$ cat src/rtl/pwmrd_pkg.sv
package pwmrd_pkg;

    typedef enum logic [1:0] {
        ST_IDLE  = 2'd0,
        ST_DRIVE = 2'd1,
        ST_DONE  = 2'd2
    } seq_state_t;

endpackage

$ cat src/rtl/pwmrd_seq.sv
module pwmrd_seq
    import pwmrd_pkg::*;
#(
    parameter int MAG_W = 7
) (
    input  logic             clk,
    input  logic             rst_n,
    input  logic             start_i,
    output logic [MAG_W-1:0] tstamp_o,
    output logic             win_act_o,
    output logic             done_o,
    output logic             idle_o
);

    localparam logic [MAG_W-1:0] LAST_TS = '1;

    seq_state_t       state_q, state_d;
    logic [MAG_W-1:0] cnt_q, cnt_d;

    // state register
    always_ff @(posedge clk) begin
        if (!rst_n) begin
            state_q <= ST_IDLE;
            cnt_q   <= '0;
        end else begin
            state_q <= state_d;
            cnt_q   <= cnt_d;
        end
    end

    // next state
    always_comb begin
        state_d = state_q;
        cnt_d   = cnt_q;
        unique case (state_q)
            ST_IDLE: begin
                cnt_d = '0;
                if (start_i) state_d = ST_DRIVE;
            end
            ST_DRIVE: begin
                if (cnt_q == LAST_TS) begin
                    state_d = ST_DONE;
                    cnt_d   = '0;
                end else begin
                    cnt_d = cnt_q + 1'b1;
                end
            end
            ST_DONE: begin
                state_d = ST_IDLE;
                cnt_d   = '0;
            end
            default: begin
                state_d = ST_IDLE;
                cnt_d   = '0;
            end
        endcase
    end

    // outputs
    always_comb begin
        win_act_o = 1'b0;
        done_o    = 1'b0;
        idle_o    = 1'b0;
        unique case (state_q)
            ST_IDLE:  idle_o    = 1'b1;
            ST_DRIVE: win_act_o = 1'b1;
            ST_DONE:  done_o    = 1'b1;
            default:  idle_o    = 1'b0;
        endcase
        tstamp_o = cnt_q;
    end

endmodule

$ cat src/rtl/pwmrd_vec_reg.sv
module pwmrd_vec_reg #(
    parameter int VEC_W = 64
) (
    input  logic             clk,
    input  logic             rst_n,
    input  logic             wr_en,
    input  logic [VEC_W-1:0] vec_i,
    output logic [VEC_W-1:0] vec_o
);

    always_ff @(posedge clk) begin
        if (!rst_n)     vec_o <= '0;
        else if (wr_en) vec_o <= vec_i;
    end

endmodule

$ cat src/rtl/pwmrd_row_cmp.sv
module pwmrd_row_cmp #(
    parameter int MAG_W = 7
) (
    input  logic [MAG_W:0]   word_i,
    input  logic             win_act_i,
    input  logic [MAG_W-1:0] tstamp_i,
    output logic             en_o,
    output logic             pol_o
);

    logic [MAG_W-1:0] mag;
    logic             neg;

    always_comb begin
        mag   = word_i[MAG_W-1:0];
        neg   = word_i[MAG_W];
        en_o  = win_act_i && (tstamp_i < mag);
        pol_o = en_o && neg;
    end

endmodule

$ cat src/rtl/pwmrd_row_driver.sv
module pwmrd_row_driver #(
    parameter int ROWS  = 8,
    parameter int MAG_W = 7
) (
    input  logic                         clk,
    input  logic                         rst_n,
    input  logic                         load_i,
    input  logic [ROWS*(MAG_W+1)-1:0]    vec_i,
    input  logic                         start_i,
    output logic [ROWS-1:0]              row_en_o,
    output logic [ROWS-1:0]              row_pol_o,
    output logic [MAG_W-1:0]             tstamp_o,
    output logic                         win_act_o,
    output logic                         done_o
);

    localparam int WORD_W = MAG_W + 1;
    localparam int VEC_W  = ROWS * WORD_W;

    logic             idle;
    logic [VEC_W-1:0] vec_q;

    pwmrd_seq #(.MAG_W(MAG_W)) u_seq (
        .clk      (clk),
        .rst_n    (rst_n),
        .start_i  (start_i),
        .tstamp_o (tstamp_o),
        .win_act_o(win_act_o),
        .done_o   (done_o),
        .idle_o   (idle)
    );

    pwmrd_vec_reg #(.VEC_W(VEC_W)) u_vec (
        .clk  (clk),
        .rst_n(rst_n),
        .wr_en(load_i && idle),
        .vec_i(vec_i),
        .vec_o(vec_q)
    );

    for (genvar r = 0; r < ROWS; r++) begin : g_row
        pwmrd_row_cmp #(.MAG_W(MAG_W)) u_cmp (
            .word_i   (vec_q[r*WORD_W +: WORD_W]),
            .win_act_i(win_act_o),
            .tstamp_i (tstamp_o),
            .en_o     (row_en_o[r]),
            .pol_o    (row_pol_o[r])
        );
    end

endmodule

$ cat config.mk
export PLATFORM = sky130hd
export DESIGN_NAME = pwmrd_row_driver
export DESIGN_NICKNAME = d
export VERILOG_FILES = /design/src/rtl/pwmrd_pkg.sv /design/src/rtl/pwmrd_seq.sv /design/src/rtl/pwmrd_vec_reg.sv /design/src/rtl/pwmrd_row_cmp.sv /design/src/rtl/pwmrd_row_driver.sv
export SDC_FILE = /design/constraint.sdc
export NUM_CORES = 1
export LEC_CHECK = 0
export BUFFER_PORTS_ARGS = -buffer_cell sky130_fd_sc_hd__clkbuf_2
export CAP_MARGIN = 20
export CORE_MARGIN = 2
export CORE_UTILIZATION = 50
export CTS_CLUSTER_SIZE = 25
export DETAILED_ROUTE_END_ITERATION = 12
export HOLD_SLACK_MARGIN = 0.15
export PLACE_DENSITY_LB_ADDON = 0.12
export RECOVER_POWER = 100
export SYNTH_ARGS = -nofsm -noshare
export SYNTH_HDL_FRONTEND = slang
export SYNTH_SLANG_ARGS = --single-unit
$ cat constraint.sdc
create_clock -name clk -period 3.2 [get_ports clk]
set_clock_uncertainty 0.2 [all_clocks]
set_input_delay 0.16 -clock clk [delete_from_list [all_inputs] [get_ports clk]]
set_output_delay 0.16 -clock clk [all_outputs]
set_load 0.005 [all_outputs]
==> results_dict.tcl, run 1 <==
set metrics [dict create \
    drtIter0Drc 85 \
    timing.setup.critical_path_class "reg2reg" \
    globalplace.congestion 0.749 \
    finalCritPeriodShare_pct 79.9 \
    internal_reg_to_reg_setup_slack_ns 0.64 \
    synth_ff_type "dfxtp_1" \
    synth-seq-cells 73 \
    ctsRootBufferMaster "clkbuf_8" \
    timing.setup.tns_ns 0 \
    post-cts-setup-buffer-count 0 \
    first_pass_iters 4 \
    post_synth_instance_area_um2 4220 \
    critical_path.cell_chain "ha_1 -> nand4_1 -> o311ai_0 -> nor2_1" \
    clk_latency_ns 0.34 \
    wl_per_cell_um 12.4 \
    worst_path_fanout_max 11 \
    avgSynthCellArea_um2 7.88 \
    max_slew.worst_pin.slew_ns 1.20 \
    synth_sequential_area_ratio_pct 34.6 \
    globalRouteOverflowTotal 0 \
    h-tree-depth 3 \
    cp_top_family "compound AO/OA/AOI/OAI gates" \
    setup_violations 0 \
    finalNetCount 788 \
    synth_cell_types 29 \
    postSynthNetCount 653 \
    core.rowCount 33 \
    start_util_pct 51.4 \
    cts_inserted_buffers 9 \
    routed_via_density 4.92 \
    path_clk_slew_ns 0.07 \
    final_period_minus_worst_setup_slack_ns 2.56 \
    synth-warning-count 0 \
    hold_violations 0 \
    synth_edf_count 0 \
    crit_start "u_seq.tstamp_o[1]" \
    synth-async-reset-ratio_pct 0 \
    dr_drc_count 0 \
    timing.critical_path.to_type "flop" \
    first_pass_grt_wire_length_um 16100 \
    startpoint_type "flop" \
    slew_viol_final 0 \
    coreArea_um2 8220 \
    min-delay-path-class "reg2reg" \
    ioPinCount 93 \
    buffer_depth_of_the_longest_clock_path 2 \
    layout-area-overhead-vs-synth_pct 27.4 \
    synth_cells 536 \
    max-cap-violations 0 \
    cp_num_buf_inv 0 \
    fin_util_pct 65.5 \
    cts_sinks 73 \
    crit_path_max_incr_delay_ns 0.88 \
    die_width_um 95.9 \
    cts_tree "yes" \
    synthTopCellsByCount "nand2_1 (144), dfxtp_1 (73), a21boi_1 (60), inv_1 (59), ha_1 (49)" \
    die_y_um 95.9 \
    n_antenna_cell 0 \
    power-per-cell-area_nw_per_um2 367 \
    routed-via-count 3839 \
    grt_start_max_net_pins 45 \
    worstPathArrival_ns 2.55 \
    synth_area_leader_cell "dfxtp_1" \
    grt_antenna_before_repair 0 \
    worst_flop_to_flop_path_startpoint "u_seq.tstamp_o[1]" \
    layout.filler_cells 744 \
    min_from "u_vec.vec_o[38]" \
    largest_cells_by_area_after_synthesis "dfxtp_1 (35%), ha_1 (15%), nand2_1 (13%), a21boi_1 (11%), inv_1 (5.2%)" \
    slew_headroom_pct 19.9 \
    most_frequent_cell_after_synthesis "nand2_1" \
    totalWireLength_um 9710 \
    cts_resized 0 \
    run_status "finished, final reports clean" \
    postCtsHoldBufs 65 \
    place.port_buffers 92 \
    yosysTopAreaCellShare_pct 34.6 \
    design.die.area_um2 9200 \
    crit_required_ns 3.20 \
    total_leakage_power_nw 2.35 \
    max_clock_freq_mhz 391 \
    groute.usage.overall_pct 22.9 \
    place_hpwl_um 6240 \
    drive_above_1_share_pct 15.8 \
    drtAntennaViolNets 0 \
    vdd_ir_drop_max_uv 271 \
    vias_in_the_first_global_route 3678 \
    critPathSlowestCell "o311ai_0" \
    grt_setup_unrepaired "false" \
]
-- metrics by stage --
stage	cells	power [mW]	hold slack, ns	area (µm²)	setup WS, ns
floorplan	536	1.22	0.0948	4220	1.42
global placement	700	1.28	0.181	4580	1.08
detailed placement	700	1.29	0.186	4580	1.05
CTS	781	2.01	0.256	5410	0.664
global route	781	2.09	0.278	5380	0.493
finish	781	1.98	0.256	5380	0.645
-- registers in the layout (all words and copies together), names as in the netlist --
signal	cells
u_vec.vec_o	64
u_seq.tstamp_o	7
u_seq.state_q	2
-- worst register-to-register path, stage by stage, from the launching register on --
cell and delay [ns]:
dfxtp_1 0.72, ha_1 0.32, nand4_1 0.18, o311ai_0 0.88
nor2_1 0.11
-- final cells by class --
| cell class | instances | area (µm²) | share of cell area (%) |
|---|---|---|---|
| clock buffers | 14 | 163 | 3.02 |
| clock inverters | 2 | 12.5 | 0.233 |
| inverters | 59 | 221 | 4.12 |
| multi-input cells | 366 | 2260 | 42.0 |
| flip-flops and latches | 73 | 1460 | 27.2 |
| well taps | 105 | 131 | 2.44 |
| repair buffers | 162 | 1130 | 21.0 |
-- placed cells by master, fill, tap and decap left out, types with 2 or more instances in the layout --
| master | n |
|---|---|
| o211ai_1 | 8 |
| o21ai_0 | 11 |
| dfxtp_1 | 73 |
| clkbuf_2 | 80 |
| nand2_1 | 145 |
| or3_1 | 2 |
| nand3_1 | 2 |
| inv_1 | 59 |
| a21oi_1 | 34 |
| a21boi_0 | 61 |
| a211oi_1 | 8 |
| clkbuf_1 | 16 |
| buf_4 | 4 |
| and2b_1 | 2 |
| xor2_1 | 2 |
| clkbuf_8 | 11 |
| nand2_2 | 9 |
| a21boi_1 | 3 |
| nor2b_1 | 9 |
| ha_1 | 49 |
| nor2_1 | 14 |
| dlygate4sd3_1 | 65 |
-- per-layer routing --
metal | track usage (%) | share of wire (%) | up-vias
li1 | - | - | 1996
met1 | 27.1 | 47 | 1763
met2 | 41.3 | 48 | 70
met3 | 3.76 | 3.5 | 10
met4 | 8.93 | 1.5 | 0
met5 | 0 | 0 | -
-- cell families (layout without fill, tap and decap cells) --
kind of cell | after synthesis | in the layout | share of synthesized area, %
AND/OR/NAND/NOR | 187 | 187 | 18.4
AO/OA/AOI/OAI | 127 | 127 | 20.1
buffers and inverters | 97 | 237 | 11.7
flip-flops | 73 | 73 | 34.6
adder cells (fa/ha/maj) | 49 | 49 | 14.5
XOR/XNOR | 3 | 3 | 0.622
-- worst paths after layout --
| path | to | cells past startpoint |
|---|---|---|
| worst max register to register | u_seq.tstamp_o[4] | 4 |
| worst max-delay path | u_seq.tstamp_o[4] | 4 |
| worst min register to register | u_vec.vec_o[38] | 2 |
| worst min-delay path | u_vec.vec_o[38] | 2 |
-- power breakdown --
group | internal (mW) | leakage [nW] | switching [mW] | total, mW
Clock | 0.324 | 0.0867 | 0.334 | 0.658
Sequential | 0.955 | 0.598 | 0.0247 | 0.980
Combinational | 0.169 | 1.66 | 0.168 | 0.337
Total | 1.45 | 2.35 | 0.527 | 1.98
Power figures use the tool's default switching activity.
==> run 2, diff against run 1 <==
- clock period: 3.2 -> 2.67 ns (I/O delays scaled with it)
==> run 2 against run 1 <==
Clock power is 39% higher. Total power grew 26%. Global-route usage decreased by 0.50 points. Register-to-register slack worse by 0.31 ns. Cell area is 1.1% higher. First-iteration DRC count grew 46%. Die area unchanged. Non-clock buffer count up 4.
==> results_dict.tcl, run 2 (synthesis gave the netlist of run 1 again) <==
set metrics [dict create \
    r2r.worst_path.cells 4 \
    setup_violations 0 \
    vias_in_the_first_global_route 3715 \
    startpoint_type "flop" \
    clk_latency_ns 0.35 \
    worstPathArrival_ns 2.21 \
    cts_inserted_buffers 9 \
    core.rowCount 33 \
    dr_drc_count 0 \
    timing.hold.worst_path_depth 5 \
    min-delay-path-class "in2reg" \
    coreArea_um2 8220 \
    hold-path-endpoint "u_vec.vec_o[59]" \
    slew_headroom_pct 6.43 \
    final.setup.worst_slack_ns 0.126 \
    first_pass_grt_wire_length_um 15800 \
    min_from "load_i" \
    worst_path_fanout_max 9 \
    cts_resized 0 \
    mostFrequentLayoutCells "nand2_1 (145), clkbuf_2 (86), dfxtp_1 (73)" \
    grt_antenna_before_repair 0 \
    path_clk_slew_ns 0.08 \
    registers.top_by_ff_count "u_vec.vec_o" \
    cts_tree "yes" \
    r2r_end "u_vec.vec_o[29]" \
    layout_commonest_cell "nand2_1" \
    globalplace.congestion 0.820 \
    timing.setup.critical_path_class "reg2out" \
    slew_viol_final 0 \
    buffer_depth_of_the_longest_clock_path 2 \
    n_antenna_cell 0 \
    die_width_um 95.9 \
    drtAntennaViolNets 0 \
    grt_setup_unrepaired "false" \
    routed_via_density 4.92 \
    routed-via-count 3861 \
    layout-area-overhead-vs-synth_pct 28.8 \
    ctsRootBufferMaster "clkbuf_8" \
    layout.filler_cells 735 \
    globalRouteOverflowTotal 0 \
    design.die.area_um2 9200 \
    timing.critical_path.to_type "output pin" \
    multiInputGateArea_um2 2260 \
    totalWireLength_um 9930 \
    first_pass_iters 4 \
    place_hpwl_um 6360 \
    cts_sinks 73 \
    max_slew.worst_pin.slew_ns 1.40 \
    h-tree-depth 3 \
    final-seq-area_um2 1460 \
    grt_start_max_net_pins 65 \
    start_util_pct 51.4 \
    crit_required_ns 2.34 \
    drtIter0Drc 124 \
    worst_flop_to_flop_path_startpoint "u_seq.state_q[0]" \
    power-per-cell-area_nw_per_um2 459 \
    vdd_ir_drop_max_uv 280 \
    largest_register_ffs 64 \
    post-cts-setup-buffer-count 0 \
    final_period_minus_worst_setup_slack_ns 2.54 \
    finalCritPeriodShare_pct 95.3 \
    total_leakage_power_nw 2.40 \
    internal_reg_to_reg_setup_slack_ns 0.33 \
    run_status "finished, final reports clean" \
    finalNetCount 792 \
    dp_slack_ns 0.575 \
    groute.usage.overall_pct 22.4 \
    place.port_buffers 92 \
    ioPinCount 93 \
    hold_violations 0 \
    postCtsHoldBufs 65 \
    die_y_um 95.9 \
    wl_per_cell_um 12.6 \
    timing.setup.tns_ns 0 \
    max-cap-violations 0 \
    max_clock_freq_mhz 393 \
    drive_above_1_share_pct 17.1 \
]
==> run 2: cell type report <==
type                       instances  area share, %
clock buffer                      14           3.17
tap                              105           2.42
sequential                        73           26.9
inverter                          59           4.07
clock inverter                     2          0.644
multi-input combinational        366           41.6
timing repair buffer             166           21.3
==> run 2: layer usage <==
metal	up-vias	track usage [%]	routed length [µm]
met4	0	9.29	201
li1	2005	-	-
met3	16	4.62	381
met1	1769	24.6	4330
met5	-	0	0
met2	71	41.6	5010
==> run 2: worst max-delay path by stage <==
stage                 startpoint      endpoint  depth (start not counted)
2_1_floorplan  u_seq.tstamp_o[2]  row_pol_o[4]                          5
3_3_place_gp   u_seq.tstamp_o[6]  row_pol_o[5]                          5
3_5_place_dp   u_seq.tstamp_o[4]  row_pol_o[0]                          5
4_1_cts        u_seq.tstamp_o[4]  row_pol_o[0]                          5
5_1_grt        u_seq.tstamp_o[6]  row_pol_o[0]                          5
6_report       u_seq.tstamp_o[3]  row_pol_o[5]                          6
==> run 2: critical path, stage by stage (launching register included) <==
cell,delay (ns)
dfxtp_1,0.68
clkbuf_1,0.34
ha_1,0.29
nand2_1,0.06
nor2_1,0.05
a211oi_1,0.28
clkbuf_2,0.16
==> run 2: per-stage QoR <==
step / hold slack (ns) / power, mW / std cells / utilization [%] / area (µm²)
2_1_floorplan: 0.0683 / 1.46 / 536 / - / 4220
3_3_place_gp: 0.155 / 1.53 / 704 / 56.1 / 4610
3_5_place_dp: 0.163 / 1.55 / 704 / 56.1 / 4610
4_1_cts: 0.221 / 2.53 / 785 / 66.6 / 5470
5_1_grt: 0.259 / 2.63 / 785 / 66.2 / 5440
6_report: 0.249 / 2.50 / 785 / 66.2 / 5440
==> run 2: report_power, final <==
part	switching, mW	internal [mW]
Clock	0.408	0.508
Sequential	0.0277	1.14
Combinational	0.205	0.204
Total	0.641	1.86
